`src/rtl/bfp_pkg.sv`:
```
package bfp_pkg;
  localparam int STATUS_ADDR = 0;
  localparam int CTRL_ADDR   = 1;
  localparam int DATA_BASE   = 2;

  typedef enum logic [1:0] {
    ACC_NONE,
    ACC_STATUS,
    ACC_CTRL,
    ACC_DATA
  } acc_kind_e;
endpackage

```
`src/rtl/bfp_decode.sv`:
```
module bfp_decode
  import bfp_pkg::*;
#(
  parameter int NUM_FLAGS = 4,
  parameter int ADDR_W    = 3
) (
  input  logic [ADDR_W-1:0]    addr,
  input  logic                 rd,
  input  logic                 wr,
  output acc_kind_e            kind,
  output logic [NUM_FLAGS-1:0] data_hit,
  output logic [NUM_FLAGS-1:0] data_wr
);
  logic acc;
  assign acc = rd | wr;

  for (genvar i = 0; i < NUM_FLAGS; i++) begin : g_hit
    assign data_hit[i] = acc && (addr == ADDR_W'(DATA_BASE + i));
    assign data_wr[i]  = wr  && (addr == ADDR_W'(DATA_BASE + i));
  end

  always_comb begin
    kind = ACC_NONE;
    if (acc) begin
      if (addr == ADDR_W'(STATUS_ADDR))      kind = ACC_STATUS;
      else if (addr == ADDR_W'(CTRL_ADDR))   kind = ACC_CTRL;
      else if (|data_hit)                    kind = ACC_DATA;
    end
  end
endmodule

```
`src/rtl/bfp_flag_cell.sv`:
```
module bfp_flag_cell (
  input  logic clk,
  input  logic rst,
  input  logic set_i,
  input  logic allow_i,
  input  logic stat_rd_i,
  input  logic step2_i,
  output logic flag_o,
  output logic arm_o
);
  logic flag_q, arm_q, finish;

  assign finish = step2_i && allow_i && arm_q;

  always_ff @(posedge clk) begin
    if (rst) begin
      flag_q <= 1'b0;
      arm_q  <= 1'b0;
    end else begin
      if (set_i)       flag_q <= 1'b1;
      else if (finish) flag_q <= 1'b0;
      if (finish)                                arm_q <= 1'b0;
      else if (stat_rd_i && allow_i && flag_q)   arm_q <= 1'b1;
    end
  end

  assign flag_o = flag_q;
  assign arm_o  = arm_q;


  prot_hold_chk: assert property (@(posedge clk) disable iff (rst)
    (flag_q && !allow_i) |=> flag_q);

  set_wins_chk: assert property (@(posedge clk) disable iff (rst)
    set_i |=> flag_q);

  clear_needs_arm_chk: assert property (@(posedge clk) disable iff (rst)
    (flag_q && !arm_q) |=> flag_q);

  no_arm_prot_chk: assert property (@(posedge clk) disable iff (rst)
    (!arm_q && !allow_i) |=> !arm_q);

  arm_keep_chk: assert property (@(posedge clk) disable iff (rst)
    (arm_q && !allow_i) |=> arm_q);
endmodule

```
`src/rtl/bfp_readback.sv`:
```
module bfp_readback
  import bfp_pkg::*;
#(
  parameter int NUM_FLAGS = 4,
  parameter int DATA_W    = 8
) (
  input  logic                            rd,
  input  acc_kind_e                       kind,
  input  logic [NUM_FLAGS-1:0]            data_hit,
  input  logic [NUM_FLAGS-1:0]            flags,
  input  logic                            clr_en,
  input  logic [NUM_FLAGS-1:0][DATA_W-1:0] data_regs,
  output logic [DATA_W-1:0]               rdata
);
  always_comb begin
    rdata = '0;
    if (rd) begin
      unique case (kind)
        ACC_STATUS: rdata = DATA_W'(flags);
        ACC_CTRL:   rdata = DATA_W'(clr_en);
        ACC_DATA: begin
          for (int i = 0; i < NUM_FLAGS; i++)
            if (data_hit[i]) rdata = data_regs[i];
        end
        default:    rdata = '0;
      endcase
    end
  end
endmodule

```
`src/rtl/brk_flag_guard.sv`:
```
module brk_flag_guard
  import bfp_pkg::*;
#(
  parameter int NUM_FLAGS = 4,
  parameter int DATA_W    = 8,
  parameter int ADDR_W    = 3
) (
  input  logic                 clk,
  input  logic                 rst,
  input  logic [NUM_FLAGS-1:0] set_evt,
  input  logic                 brk_active,
  input  logic [ADDR_W-1:0]    bus_addr,
  input  logic                 bus_rd,
  input  logic                 bus_wr,
  input  logic [DATA_W-1:0]    bus_wdata,
  output logic [DATA_W-1:0]    bus_rdata,
  output logic [NUM_FLAGS-1:0] flags
);
  localparam int NUM_REGS = DATA_BASE + NUM_FLAGS;

  initial begin
    if (NUM_REGS > (1 << ADDR_W)) $error("address space too small");
    if (NUM_FLAGS > DATA_W)       $error("status register too narrow");
  end

  acc_kind_e                        kind;
  logic [NUM_FLAGS-1:0]             data_hit, data_wr, arm;
  logic [NUM_FLAGS-1:0][DATA_W-1:0] data_q;
  logic                             clr_en_q, allow, stat_rd;

  assign allow   = !brk_active || clr_en_q;
  assign stat_rd = bus_rd && (kind == ACC_STATUS);

  bfp_decode #(.NUM_FLAGS(NUM_FLAGS), .ADDR_W(ADDR_W)) u_dec (
    .addr(bus_addr), .rd(bus_rd), .wr(bus_wr),
    .kind(kind), .data_hit(data_hit), .data_wr(data_wr)
  );

  always_ff @(posedge clk) begin
    if (rst) clr_en_q <= 1'b0;
    else if (bus_wr && kind == ACC_CTRL) clr_en_q <= bus_wdata[0];
  end

  for (genvar i = 0; i < NUM_FLAGS; i++) begin : g_flag
    bfp_flag_cell u_cell (
      .clk(clk), .rst(rst), .set_i(set_evt[i]), .allow_i(allow),
      .stat_rd_i(stat_rd), .step2_i(data_hit[i]),
      .flag_o(flags[i]), .arm_o(arm[i])
    );

    always_ff @(posedge clk) begin
      if (rst) data_q[i] <= '0;
      else if (data_wr[i]) data_q[i] <= bus_wdata;
    end


    data_store_chk: assert property (@(posedge clk) disable iff (rst)
      data_wr[i] |=> data_q[i] == $past(bus_wdata));

    arm_has_flag_chk: assert property (@(posedge clk) disable iff (rst)
      arm[i] |-> flags[i]);
  end

  bfp_readback #(.NUM_FLAGS(NUM_FLAGS), .DATA_W(DATA_W)) u_rb (
    .rd(bus_rd), .kind(kind), .data_hit(data_hit), .flags(flags),
    .clr_en(clr_en_q), .data_regs(data_q), .rdata(bus_rdata)
  );


  ctrl_store_chk: assert property (@(posedge clk) disable iff (rst)
    (bus_wr && kind == ACC_CTRL) |=> clr_en_q == $past(bus_wdata[0]));

  reset_clear_chk: assert property (@(posedge clk)
    rst |=> (flags == '0 && arm == '0 && !clr_en_q));
endmodule

```
`config.mk`:
```
export PLATFORM = sky130hd
export DESIGN_NAME = brk_flag_guard
export DESIGN_NICKNAME = d
export VERILOG_FILES = /design/src/rtl/bfp_pkg.sv /design/src/rtl/bfp_decode.sv /design/src/rtl/bfp_flag_cell.sv /design/src/rtl/bfp_readback.sv /design/src/rtl/brk_flag_guard.sv
export SDC_FILE = /design/constraint.sdc
export NUM_CORES = 1
export LEC_CHECK = 0
export ABC_AREA = 1
export BUFFER_PORTS_ARGS = -buffer_cell sky130_fd_sc_hd__clkbuf_2
export CAP_MARGIN = 20
export CORE_MARGIN = 2
export CORE_UTILIZATION = 55
export DETAILED_ROUTE_END_ITERATION = 12
export GPL_TIMING_DRIVEN = 0
export PLACE_DENSITY = 0.78
export SYNTH_ARGS = -nofsm -noshare
export SYNTH_HDL_FRONTEND = slang
export SYNTH_SLANG_ARGS = --single-unit
```
`constraint.sdc`:
```
create_clock -name clk -period 1.3 [get_ports clk]
set_input_delay 0.195 -clock clk [delete_from_list [all_inputs] [get_ports clk]]
set_output_delay 0.195 -clock clk [all_outputs]
set_load 0.05 [all_outputs]
```
==> results.yml <==
status:
  status: "complete, but fails checks"
  violations: "setup timing"
floorplan:
  die-area_um2: 3940
  ios: 32
  die_height_um: 62.8
  die_w_um: 62.8
  rows: 21
  coreArea_um2: 3340
  start_util: 0.569
power:
  power_density_nw_per_um2: 922
  clkPwrFrac: 0.259
  ir_drop_mv: 0.667
  switchingPower_mw: 0.791
  pwr-share-seq: 0.518
  power_frac_comb: 0.223
  p_int_mw: 1.78
  power_mw: 2.57
  p_leak_nw: 1.11
  swShare: 0.308
timing:
  skew_ps: 8.46
  holdWs_ps: 42.0
  setup_slack_ps: -351
  relSlewSlack: 0.676
  finalCriticalPeriod_ps: 1650
  final.setup.tns_ps: -2390
  slew_violations: 0
  hold_viol_final: 0
  grt_setup_unrepaired: "yes"
  setup_viol: 10
  fin_crit_sh: 1.27
  tightest_slew_ps: 485
  fmax_ghz: 0.606
synth:
  postSynthCellCount: 277
  syn_avg_cell_area_um2: 6.86
  yosysWarnings: 0
  ys_seq_area_frac: 0.432
  syn_area_um2: 1900
  synthesis.nets: 297
  synth-seq-cells: 41
  synth_cell_types: 20
global_route:
  track_usage: 0.312
  antenna_found_initial: 0
  overflow: 0
  grt_start_max_net_pins: 12
  grt_pass1_vias: 2134
  grt_pass1_wl_um: 9640
cts:
  numClockSinks: 41
  cts_buffer_depth: 2
  clk-insertion-delay-late_ps: 360
  htreeDepth: 2
  cts-buffers-inserted: 5
  clk_pin_slew_ps: 120
  cts_root_buffer: "clkbuf_4"
  cts_tree: "done"
detailed_routing:
  drt_first_iter_violations: 130
  drc: 0
  first_pass_iters: 5
  via_per_inst: 5.66
  vias: 2158
  wl_um: 6440
  avgRoutedWirePerCell_um: 16.9
  ant_nets: 0
min_path:
  hp-class: "in2reg"
critical_path:
  slowest_delay_ps: 360
  arrival_ps: 1460
  path_buf_inv: 2
  cp-end-kind: "output pin"
  path_class: "reg2out"
  start_kind: "flop"
  crit_fanout: 3
  cp_cell_sequence: "inv_1 -> o21ai_1 -> nand2_1 -> a21oi_4 -> buf_8"
  required_ps: 1110
  cp_slowest_cell: "dfxtp_1"
  critical_path.top_delay_family: "flip-flops"
placement:
  dp_hpwl_um: 3490
  dp_slack_ps: -859
  gp_congestion: 0.853
  numPortBuffers: 30
cells_and_area:
  nets: 355
  diodes: 0
  area_growth_pct: 46.8
  utilization: 0.835
  final_common_cell: "nor2_1"
  mostFrequentLayoutCells: "37 x nor2_1, 36 x dfxtp_1, 33 x o21ai_0"
  drive_gt1_frac: 0.373
job:
  cap_viol_max_count: 0
-- tightest hold or removal path, stage by stage --
cell	delay, ps
clkbuf_2	80
a21oi_1	30
nor2_1	70
-- through the flow --
step           cells  instance area (um^2)
2_1_floorplan    277                  2010
3_3_place_gp     353                  2220
3_5_place_dp     353                  2220
4_1_cts          377                  2660
5_1_grt          381                  2790
6_report         381                  2790
-- flip-flops by register name, indices dropped and copies added, names as in the netlist --
register / count
clr_en_q: 1
g_flag.u_cell.flag_o: 4
data_q: 32
g_flag.u_cell.arm_o: 4
-- synthesized netlist by cell type --
master    number  share of area
nor2_2         3         0.0099
o21ai_0       34          0.090
inv_2          1         0.0020
nor2_1        45          0.089
nand2_2        1         0.0033
clkbuf_1       4         0.0079
a31oi_1        2         0.0066
buf_2          3         0.0079
inv_1         31          0.061
a21oi_1       37          0.097
nand2_1       46          0.091
buf_4          4          0.016
nand3_1       16          0.042
nor3_1         1         0.0026
nand2_4        1         0.0059
o311a_1        1         0.0053
nand3b_1       4          0.016
nor3_4         1         0.0086
dfxtp_1       41           0.43
buf_6          1         0.0059
-- worst paths after layout --
check	from	end	slack, ps	cells past startpoint
max reg2reg	clr_en_q	g_flag[3].u_cell.arm_o	30	6
min reg2reg	data_q[25]	data_q[25]	460	2
max	clr_en_q	bus_rdata[0]	-350	5
min	set_evt[2]	g_flag[2].u_cell.flag_o	40	3
-- power groups by stage --
stage                     Sequential (mW)  Clock (mW)  Combinational [mW]
after floorplan                      1.35           0               0.284
after global placement               1.35           0               0.388
after detailed placement             1.35           0               0.393
after CTS                            1.32       0.660               0.501
after global routing                 1.34       0.719               0.608
final                                1.33       0.666               0.572
-- per-layer routing --
metal,vias to the layer above,wire length [um],global-route usage
met4,0,264,0.133
met1,999,2450,0.376
met3,29,552,0.0541
met5,-,0,0
met2,120,3180,0.544
li1,1010,-,-
-- cell type report --
class                           count  area (um^2)
Buffer                             11         63.8
Clock buffer                        7         55.1
Fill cell                         186          549
Inverter                           32          140
Multi-Input combinational cell    192         1160
Sequential cell                    41          827
Tap cell                           46         57.6
Timing Repair Buffer               52          484
-- cell families after synthesis --
logic type	count (synthesis)	share of synthesized area
buffers and inverters	44	0.101
flip-flops	41	0.432
AND/OR/NAND/NOR	118	0.268
AO/OA/AOI/OAI	74	0.199
-- repair_timing --
action	in CTS	in global routing
hold buffers	0	0
setup endpoints to repair	14	16
buffers inserted	23	5
resized for setup	66	43
pin swaps	22	10
Note: power is estimated with default switching activity, not from simulation.
